File: config.mk
export PLATFORM = sky130hd
export DESIGN_NAME = tx_input_stage
export DESIGN_NICKNAME = d
export VERILOG_FILES = /design/src/rtl/tx_in_pkg.sv /design/src/rtl/fifo_fetch_ctl.sv /design/src/rtl/host_wr_gate.sv /design/src/rtl/word_latch.sv /design/src/rtl/tx_input_stage.sv
export SDC_FILE = /design/constraint.sdc
export NUM_CORES = 1
export LEC_CHECK = 0
export ABC_AREA = 1
export ABC_CLOCK_PERIOD_IN_PS = 1400
export CORE_AREA = 5 5 57 59
export DETAILED_ROUTE_END_ITERATION = 7
export DIE_AREA = 0 0 62 64
export PLACE_DENSITY = 0.61
export SYNTH_ARGS = -nofsm -noshare
export SYNTH_HDL_FRONTEND = slang
export SYNTH_SLANG_ARGS = --single-unit
export TNS_END_PERCENT = 30
File: constraint.sdc
create_clock -name clk -period 1.4 [get_ports clk]
set_clock_uncertainty 0.15 [all_clocks]
set_input_delay 0.14 -clock clk [delete_from_list [all_inputs] [get_ports clk]]
set_output_delay 0.14 -clock clk [all_outputs]
set_load 0.01 [all_outputs]
File: src/rtl/tx_in_pkg.sv
// Package: shared types for the transmit input stage.
// Assumes nothing beyond standard SystemVerilog packed types.
package tx_in_pkg;

    // Outcome of a host write request in one cycle.
    typedef enum logic [1:0] {
        HW_NONE    = 2'd0,
        HW_LOAD    = 2'd1,
        HW_REJECT  = 2'd2,
        HW_IGNORED = 2'd3
    } host_wr_e;

endpackage

File: src/rtl/fifo_fetch_ctl.sv
// Module: fifo_fetch_ctl
// Issues a one-cycle FIFO read when fetching is enabled and the latch is
// empty. Assumes the latch reports full starting the cycle after a read.
module fifo_fetch_ctl (
    input  logic clk,
    input  logic rst_n,
    input  logic fifo_en,
    input  logic latch_full,
    output logic rd_active,
    output logic fifo_rd_n
);

    logic rd_q;

    // Arm the read one cycle after the request conditions hold; never twice in a row.
    always_ff @(posedge clk) begin
        if (!rst_n) rd_q <= 1'b0;
        else        rd_q <= fifo_en && !latch_full && !rd_q;
    end

    assign rd_active = rd_q;
    assign fifo_rd_n = !rd_q;

    AST_STROBE_ONE_CYCLE: assert property (@(posedge clk) disable iff (!rst_n)
        rd_q |=> !rd_q);
    AST_NO_READ_WHEN_FULL: assert property (@(posedge clk) disable iff (!rst_n)
        rd_q |-> !latch_full);

endmodule

File: src/rtl/host_wr_gate.sv
// Module: host_wr_gate
// Decides whether a host write loads the latch, is rejected (sticky busy)
// or is ignored because FIFO fetching is enabled.
module host_wr_gate
    import tx_in_pkg::*;
(
    input  logic clk,
    input  logic rst_n,
    input  logic host_wr,
    input  logic fifo_en,
    input  logic latch_full,
    input  logic rd_active,
    output logic load_host,
    output logic busy_flag
);

    host_wr_e outcome;
    logic     busy_q;

    // Classify this cycle's host write.
    always_comb begin
        if (!host_wr)                      outcome = HW_NONE;
        else if (fifo_en)                  outcome = HW_IGNORED;
        else if (latch_full || rd_active)  outcome = HW_REJECT;
        else                               outcome = HW_LOAD;
    end

    assign load_host = (outcome == HW_LOAD);

    // Sticky busy: set on a rejected write, cleared only by reset.
    always_ff @(posedge clk) begin
        if (!rst_n)                    busy_q <= 1'b0;
        else if (outcome == HW_REJECT) busy_q <= 1'b1;
    end

    assign busy_flag = busy_q;

    AST_BUSY_STICKY: assert property (@(posedge clk) disable iff (!rst_n)
        busy_q |=> busy_q);

endmodule

File: src/rtl/word_latch.sv
// Module: word_latch
// Single-word store with full flag and valid/accept handoff. The stored
// word has no reset so a master reset keeps it. Assumes loads only arrive
// while the latch is empty.
module word_latch #(
    parameter int DATA_W = 16
) (
    input  logic              clk,
    input  logic              rst_n,
    input  logic              load,
    input  logic [DATA_W-1:0] in_data,
    input  logic              in_wid,
    input  logic              ser_ready,
    output logic              full,
    output logic [DATA_W-1:0] out_data,
    output logic              out_wid
);

    logic              full_q;
    logic [DATA_W-1:0] data_q;
    logic              wid_q;

    // Occupancy: set on load, cleared on accept.
    always_ff @(posedge clk) begin
        if (!rst_n)                  full_q <= 1'b0;
        else if (load)               full_q <= 1'b1;
        else if (full_q && ser_ready) full_q <= 1'b0;
    end

    // Word storage, deliberately outside reset.
    always_ff @(posedge clk) begin
        if (load) begin
            data_q <= in_data;
            wid_q  <= in_wid;
        end
    end

    assign full     = full_q;
    assign out_data = data_q;
    assign out_wid  = wid_q;

    AST_LOAD_FILLS: assert property (@(posedge clk) disable iff (!rst_n)
        load |=> full_q);
    AST_HOLD_UNTIL_ACCEPT: assert property (@(posedge clk) disable iff (!rst_n)
        full_q && !ser_ready |=> full_q && $stable(data_q) && $stable(wid_q));
    AST_NO_LOAD_WHEN_FULL: assert property (@(posedge clk) disable iff (!rst_n)
        full_q |-> !load);

endmodule

File: src/rtl/tx_input_stage.sv
// Module: tx_input_stage (top)
// Transmit input latch fed by host writes or automatic FIFO reads, handing
// words to a serializer through valid/accept. Reset keeps the stored word.
module tx_input_stage #(
    parameter int DATA_W = 16
) (
    input  logic              clk,
    input  logic              rst_n,
    input  logic              fifo_en,
    input  logic              host_wr,
    input  logic [DATA_W-1:0] bus_data,
    input  logic              word_id_in,
    output logic              fifo_rd_n,
    output logic              rdy_for_data,
    output logic              busy_flag,
    output logic              ser_valid,
    input  logic              ser_ready,
    output logic [DATA_W-1:0] ser_data,
    output logic              ser_word_id
);

    logic full;
    logic rd_active;
    logic load_host;
    logic load_any;

    fifo_fetch_ctl u_fetch (
        .clk        (clk),
        .rst_n      (rst_n),
        .fifo_en    (fifo_en),
        .latch_full (full),
        .rd_active  (rd_active),
        .fifo_rd_n  (fifo_rd_n)
    );

    host_wr_gate u_gate (
        .clk        (clk),
        .rst_n      (rst_n),
        .host_wr    (host_wr),
        .fifo_en    (fifo_en),
        .latch_full (full),
        .rd_active  (rd_active),
        .load_host  (load_host),
        .busy_flag  (busy_flag)
    );

    // Either source loads the latch; the gate keeps them mutually exclusive.
    assign load_any = rd_active || load_host;

    word_latch #(.DATA_W(DATA_W)) u_latch (
        .clk       (clk),
        .rst_n     (rst_n),
        .load      (load_any),
        .in_data   (bus_data),
        .in_wid    (word_id_in),
        .ser_ready (ser_ready),
        .full      (full),
        .out_data  (ser_data),
        .out_wid   (ser_word_id)
    );

    assign rdy_for_data = !full;
    assign ser_valid    = full;

    AST_SINGLE_SOURCE: assert property (@(posedge clk) disable iff (!rst_n)
        !(rd_active && load_host));
    AST_READ_THEN_VALID: assert property (@(posedge clk) disable iff (!rst_n)
        !fifo_rd_n |=> ser_valid);

endmodule

# Yosys cells after proc, flatten, opt, wreduce, memory -nomap -nowiden
# Cells that the tools add are included.
[word_totals]
ff_bits = 20
in_bits = 22
wordCells = 20
[classes]
n_eq_ne = 2
mux = 5
n_reduce_logical = 8
[ops]
columns = ["op", "count"]
rows = [
  ["$mux 2", 3],
  ["$logic_and 1x1->1", 3],
  ["$eq 2x1->1 const B", 1],
  ["$eq 2x2->1 const B", 1],
  ["$logic_not 1->1", 2],
  ["$logic_or 1x1->1", 2],
  ["$mux 1", 2],
  ["$reduce_bool 2->1", 1],
]

# Longest topological paths before layout
# Gate-level depths: netlist of run 1.
[depth]
ltp_word = 7
ltp_mapped = 5

# Cells and area by module
# A second synthesis of run 1 with hierarchy kept.
[hier_totals]
cells_unflattened = 44
hier_area_um2 = 679.4
[modules_own_cells]
columns = ["module", "instances", "cells_per_inst", "area_per_inst_um2", "seq_area_each_um2"]
rows = [
  ["word_latch", 1, 23, 554.3, 530.5],
  ["host_wr_gate", 1, 11, 66.3, 20.0],
  ["fifo_fetch_ctl", 1, 6, 43.8, 20.0],
  ["tx_input_stage", 1, 4, 15.0, 0.0],
]

# Worst setup path before layout of run 1
# No wires, ideal clock.
[synth_timing]
kind = "register to register"
start = "reg u_latch.full_q (netlist: u_latch.full)"
end = "reg u_latch.data_q[0] (netlist: u_latch.out_data[0]) (enable)"
arrival_ns = 0.907
path_slack_ns = -0.031
path_stages_with_launch = 4
n_path_buf = 0
synth_period_minus_slack_ns = 1.431
cell_sequence = "dfxtp_1 -> inv_2 -> nand3_1 -> nand2_1"
[synth_via]
elab_chain_cells = 6
[synth_lines]
columns = ["item", "line_no", "text"]
rows = [
  ["start, declared", "word_latch.sv:19", "logic full_q;"],
  ["start signal, assigned", "word_latch.sv:25", "if (!rst_n) full_q <= 1'b0;"],
  ["start signal, assigned", "word_latch.sv:26", "else if (load) full_q <= 1'b1;"],
  ["start signal, assigned", "word_latch.sv:27", "else if (full_q && ser_ready) full_q <= 1'b0;"],
  ["$logic_or 1x1->1", "host_wr_gate.sv:24", "else if (latch_full || rd_active) outcome = HW_REJECT;"],
  ["$mux 2", "host_wr_gate.sv:24", ""],
  ["$mux 2", "host_wr_gate.sv:23", "else if (fifo_en) outcome = HW_IGNORED;"],
  ["$mux 2", "host_wr_gate.sv:22", "if (!host_wr) outcome = HW_NONE;"],
  ["$eq 2x1->1", "host_wr_gate.sv:28", "assign load_host = (outcome == HW_LOAD);"],
  ["$logic_or 1x1->1", "tx_input_stage.sv:48", "assign load_any = rd_active || load_host;"],
  ["named net load_any", "tx_input_stage.sv:25", "logic load_any;"],
  ["end signal, assigned", "word_latch.sv:33", "data_q <= in_data;"],
  ["end, declared", "word_latch.sv:20", "logic [DATA_W-1:0] data_q;"],
]
# The timed path passes the listed nets, and every way through them passes these cells.
# A chain may end at the register's enable or synchronous reset.

# Worst setup path after layout of run 1
[layout_timing]
start = "reg u_latch.full_q (netlist: u_latch.full)"
end = "out rdy_for_data"
[layout_via]
elab_chain_cells = 1
[layout_lines]
columns = ["item", "line_no", "text"]
rows = [
  ["$logic_not 1->1", "tx_input_stage.sv:62", "assign rdy_for_data = !full;"],
  ["end, declared", "tx_input_stage.sv:14", "output logic rdy_for_data,"],
]
# No other way between the ends.

==> results of run 1 <==
cell usage after synthesis, drive strengths merged:
library cell / number
dfxtp: 3
edfxtp: 17
nand3: 2
nor2: 2
inv: 7
nand2: 4
nor3: 1
a21oi: 1
final cells by class:
class / count / area (um2) / share of cell area, %
sequential: 20 / 570.5 / 49.73
tap: 31 / 38.79 / 3.381
multi-input combinational: 10 / 45.04 / 3.926
clock inverter: 1 / 30.03 / 2.617
inverter: 7 / 26.28 / 2.290
clock buffer: 3 / 22.52 / 1.963
timing repair buffer: 43 / 414.1 / 36.10
how the worst max path moves through the flow:
stage                                                 to                 startpoint  cells after the start
after global routing                        rdy_for_data  u_latch.full$_SDFFE_PN0P_                      2
final                                       rdy_for_data  u_latch.full$_SDFFE_PN0P_                      2
after floorplan            u_latch.out_data[0]$_DFFE_PP_  u_latch.full$_SDFFE_PN0P_                      3
after detailed placement   u_latch.out_data[3]$_DFFE_PP_                    fifo_en                      5
after global placement    u_latch.out_data[14]$_DFFE_PP_                    fifo_en                      5
after CTS                                   rdy_for_data  u_latch.full$_SDFFE_PN0P_                      2
registers in the layout (all words and copies together) (netlist names):
name and flops:
u_latch.out_wid 1, u_latch.out_data 16, u_latch.full 1, u_gate.busy_flag 1
u_fetch.rd_active 1
layer usage:
layer,wire length (um),share of wire [%]
met1,452,32
met2,735,52
met3,214,15
met4,0,0
met5,0,0
kinds of logic (layout without fill, tap and decap cells):
family,after synthesis,after routing
simple gates,9,9
flops,20,20
buf+inv,7,54
compound gates,1,1
power groups by stage:
| stage | sequential [mW] | clock, mW | combinational [mW] |
|---|---|---|---|
| after global placement | 0.722 | 0 | 0.216 |
| after floorplan | 0.745 | 0 | 0.0343 |
| after detailed placement | 0.724 | 0 | 0.222 |
| final | 0.708 | 0.457 | 0.188 |
| after CTS | 0.709 | 0.472 | 0.192 |
| after global routing | 0.713 | 0.493 | 0.203 |
through the flow:
stage / std cells / utilization, %
after detailed placement: 111 / 42.11
after global placement: 111 / 42.11
final: 115 / 43.09
after global routing: 115 / 43.09
after CTS: 115 / 43.09
after floorplan: 37 / -
timing repair:
action,CTS,global route
hold buffers,0,0
gates resized for setup,21,0
hold endpoints to repair,0,0
setup endpoints to repair,21,0
buffers inserted,0,0
==> results.sh, run 1 <==
export IMPL_slew_headroom_pct=90.02
export IMPL_nets=107
export IMPL_clkSinkCount=20
export IMPL_start_kind="flip-flop"
export IMPL_cp_arrival_ns=1.01
export IMPL_fin_crit_ns=1.298
export IMPL_met2_usage_pct=12.95
export IMPL_tritoncts="yes"
export IMPL_yosysTopAreaCellShare_pct=79.84
export IMPL_yosys_area_share_adder_pct=0
export IMPL_worst_pin_slew_ns=0.1485
export IMPL_worstPathCellList="inv_2 > dlygate4sd2_1"
export IMPL_ir_drop_mv=1.018
export IMPL_netlist_top_cells_area="edfxtp_1, dfxtp_1, inv_1"
export IMPL_grt_busiest_layer="met2"
export IMPL_cts_root_buf="clkbuf_4"
export IMPL_powerDensity_nw_per_um2=1179
export IMPL_leakage_nw=0.4753
export IMPL_reg2reg_from="u_latch.full$_SDFFE_PN0P_"
export IMPL_yosysWarnings=0
export IMPL_start_util_pct=24.01
export IMPL_yosys_mux_area_fraction_pct=0
export IMPL_gp_congestion=0.7191
export IMPL_crit_family="flip-flops"
export IMPL_finalCritPeriodShare_pct=92.75
export IMPL_avgSynthCellArea_um2=17.28
export IMPL_hp_class="input port to flip-flop"
export IMPL_synthSimpleGateAreaFrac_pct=5.871
export IMPL_ant_nets=0
export IMPL_globalRouteOverflowTotal=0
export IMPL_antenna_found_initial=0
export IMPL_grt_pass1_vias=510
export IMPL_max_freq_mhz=770.1
export IMPL_p_comb_share_pct=13.9
export IMPL_drv_cap=0
export IMPL_grt_max_degree=18
export IMPL_min_delay_start="bus_data[1]"
export IMPL_fin_area_um2=1147
export IMPL_finalSetupViolCount=0
export IMPL_routed_wl_mm=1.402
export IMPL_p_clk_share_pct=33.8
export IMPL_p_sw_mw=0.2587
export IMPL_synth_top_area_cell="edfxtp_1"
export IMPL_row_count=19
export IMPL_io_buffers=42
export IMPL_rrSetupSlack_ns=0.21
export IMPL_num_vias=452
export IMPL_rsz0062_at_grt="false"
export IMPL_grt_pass1_wl_mm=2.173
export IMPL_endpoint_kind="output pin"
export IMPL_p_seq_share_pct=52.3
export IMPL_die_y_um=64
export IMPL_seq_area_frac_synth_pct=89.24
export IMPL_drt_iter0_markers=2
export IMPL_synthXorXnorAreaFrac_pct=0
export IMPL_numCtsBuffers=3
export IMPL_place_detailed_hpwl_mm=1.198
export IMPL_die_w_um=62
export IMPL_whs_endpoint="u_latch.out_data[1]$_DFFE_PP_"
export IMPL_drt_pass1_iter_count=2
export IMPL_drv_slew=0
export IMPL_wl_per_cell_um=12.19
export IMPL_holdPathStages=1
export IMPL_cp_slowest_cell="dfxtp_1"
export IMPL_fin_setup_tns_ns=0
export IMPL_ys_ff_latch=20
export IMPL_clk_latency_ns=0.29
export IMPL_area_growth_syn_to_layout_pct=79.45
export IMPL_p_int_mw=1.094
export IMPL_ctsHtreeMaxLevel=1
export IMPL_reg2reg_to="u_latch.out_data[14]$_DFFE_PP_"
export IMPL_io_pins=43
export IMPL_crit_fanout=3
export IMPL_clockBufferDepth=2
export IMPL_synth_cell_types=9
export IMPL_drive_gt1_share_pct=9.524
export IMPL_hold_viol=0
export IMPL_status="finished, final reports clean"
export IMPL_crit_type="flip-flop to output pin"
export IMPL_synth_nets=59
export IMPL_clkTransAtPathRegs_ns=0.11
export IMPL_drcViolationCount=0
export IMPL_met1_usage_pct=6.801
export IMPL_synth_top_family_by_area="simple AND/OR/NAND/NOR gates"
export IMPL_die_area_um2=3968
export IMPL_coreArea_um2=2663
export IMPL_power_mw=1.353
export IMPL_setup_slack_ns=0.1015
export IMPL_via_per_inst=3.930
export IMPL_post_dp_cell_area_um2=1121
export IMPL_layout_common_cells="clkdlybuf4s50_1, dlygate4sd2_1, edfxtp_1"
export IMPL_place_ws_ns=-0.06817
export IMPL_grt_total_usage_pct=7.530
export IMPL_path_buf_inv=2
export IMPL_met3_usage_pct=4.628
export IMPL_diodes=0
export IMPL_cp_required_ns=1.11
export IMPL_syn_area_um2=639.4
export IMPL_hold_worst_slack_ns=0.2420
export IMPL_nFillCells=285
export IMPL_synthCells=37
export IMPL_synth_compound_area_share_pct=0.7828
export IMPL_cpPeakStageDelay_ns=0.38
export IMPL_swShare_pct=19.12
export IMPL_r2r_cells=4
Power figures use the tool's default switching activity.
==> run 2, diff against run 1 <==
Settings changed: MAX_ROUTING_LAYER from default to met4.
==> results.sh, run 2 (synthesis gave the netlist of run 1 again) <==
export IMPL_worst_pin_slew_ns=0.1483
export IMPL_dr_max_layer_used="met3"
export IMPL_endpoint_kind="output pin"
export IMPL_hold_worst_slack_ns=0.2420
export IMPL_whs_endpoint="u_latch.out_data[1]$_DFFE_PP_"
export IMPL_die_area_um2=3968
export IMPL_nets=107
export IMPL_place_detailed_hpwl_mm=1.198
export IMPL_grt_total_usage_pct=7.746
export IMPL_coreArea_um2=2663
export IMPL_min_delay_start="bus_data[1]"
export IMPL_largest_register_ff_count=16
export IMPL_numCtsBuffers=3
export IMPL_die_y_um=64
export IMPL_reg2reg_to="u_latch.out_data[14]$_DFFE_PP_"
export IMPL_tritoncts="yes"
export IMPL_leakage_nw=0.4753
export IMPL_routed_wl_mm=1.403
export IMPL_via_per_inst=3.930
export IMPL_row_count=19
export IMPL_antenna_found_initial=0
export IMPL_slew_headroom_pct=90.04
export IMPL_finalCritPeriodShare_pct=92.75
export IMPL_cpPeakStageDelay_ns=0.38
export IMPL_ant_nets=0
export IMPL_wl_per_cell_um=12.20
export IMPL_wl_met3_um=197
export IMPL_drv_cap=0
export IMPL_powerDensity_nw_per_um2=1179
export IMPL_rsz0062_at_grt="false"
export IMPL_cp_slowest_cell="dfxtp_1"
export IMPL_area_growth_syn_to_layout_pct=79.45
export IMPL_cts_root_buf="clkbuf_4"
export IMPL_globalRouteOverflowTotal=0
export IMPL_drcViolationCount=0
export IMPL_cp_arrival_ns=1.01
export IMPL_clk_latency_ns=0.29
export IMPL_clkSinkCount=20
export IMPL_drv_slew=0
export IMPL_hold_buffers=0
export IMPL_nFillCells=285
export IMPL_worstPathCellList="inv_2 > dlygate4sd2_1"
export IMPL_crit_type="flip-flop to output pin"
export IMPL_rrSetupSlack_ns=0.21
export IMPL_drt_pass1_iter_count=2
export IMPL_grt_pass1_wl_mm=2.173
export IMPL_drt_iter0_markers=2
export IMPL_ir_drop_mv=1.018
export IMPL_die_w_um=62
export IMPL_io_buffers=42
export IMPL_clockBufferDepth=2
export IMPL_clkTransAtPathRegs_ns=0.11
export IMPL_diodes=0
export IMPL_reg2reg_from="u_latch.full$_SDFFE_PN0P_"
export IMPL_cp_required_ns=1.11
export IMPL_status="finished, final reports clean"
export IMPL_start_kind="flip-flop"
export IMPL_hp_class="input port to flip-flop"
export IMPL_grt_max_degree=18
export IMPL_crit_fanout=3
export IMPL_fin_area_um2=1147
export IMPL_hold_viol=0
export IMPL_wl_met2_um=736
export IMPL_start_util_pct=24.01
export IMPL_io_pins=43
export IMPL_num_vias=452
export IMPL_holdPathStages=1
export IMPL_finalSetupViolCount=0
export IMPL_post_cts_buffers=0
export IMPL_layout_common_cells="clkdlybuf4s50_1, dlygate4sd2_1, edfxtp_1"
export IMPL_grt_pass1_vias=510
export IMPL_gp_congestion=0.7275
export IMPL_max_freq_mhz=770.1
export IMPL_ctsHtreeMaxLevel=1
export IMPL_fin_crit_ns=1.298
export IMPL_post_dp_cell_area_um2=1121
export IMPL_r2r_cells=4
export IMPL_routedLengthMet1_um=469
export IMPL_drive_gt1_share_pct=9.524
export IMPL_cts_resized_gates=21
[run 2: worst max-delay path: cells and delay by family, from the launching register on]
family | cells | cell delay (ns)
buffers and inverters | 2 | 0.34
flip-flops | 1 | 0.38
[run 2: how the worst max path moves through the flow]
stage	start	end	slack (ns)	cells past startpoint
6_report	u_latch.full$_SDFFE_PN0P_	rdy_for_data	0.10	2
5_1_grt	u_latch.full$_SDFFE_PN0P_	rdy_for_data	0.04	2
4_1_cts	u_latch.full$_SDFFE_PN0P_	rdy_for_data	0.08	2
3_5_place_dp	fifo_en	u_latch.out_data[3]$_DFFE_PP_	-0.07	5
3_3_place_gp	fifo_en	u_latch.out_data[14]$_DFFE_PP_	-0.02	5
2_1_floorplan	u_latch.full$_SDFFE_PN0P_	u_latch.out_data[0]$_DFFE_PP_	0.14	3
[run 2: stage by stage]
step | setup slack, ns | util [%] | instances | setup TNS [ns] | power [mW]
3_3_place_gp | -0.01963 | 42.11 | 111 | -0.3274 | 0.9385
6_report | 0.1015 | 43.09 | 115 | 0 | 1.353
2_1_floorplan | 0.1352 | - | 37 | 0 | 0.7794
4_1_cts | 0.08412 | 43.09 | 115 | 0 | 1.374
5_1_grt | 0.04474 | 43.09 | 115 | 0 | 1.409
3_5_place_dp | -0.06817 | 42.11 | 111 | -1.152 | 0.9458
[run 2: report_power, final]
part / internal (mW) / switching (mW)
Clock: 0.289 / 0.168
Combinational: 0.108 / 0.0793
Sequential: 0.696 / 0.0112
[run 2: area by class of cell]
| type | count | area (um2) | share of cell area [%] |
|---|---|---|---|
| tap | 31 | 38.79 | 3.381 |
| inverter | 7 | 26.28 | 2.290 |
| clock buffer | 3 | 22.52 | 1.963 |
| sequential | 20 | 570.5 | 49.73 |
| timing repair buffer | 43 | 414.1 | 36.10 |
| multi-input combinational | 10 | 45.04 | 3.926 |
| clock inverter | 1 | 30.03 | 2.617 |
[run 2: metal layers]
layer / up-vias / global-route usage [%]
li1: 222 / -
met1: 201 / 7.053
met2: 29 / 12.95
met3: 0 / 4.225
met4: 0 / 3.183
met5: - / -
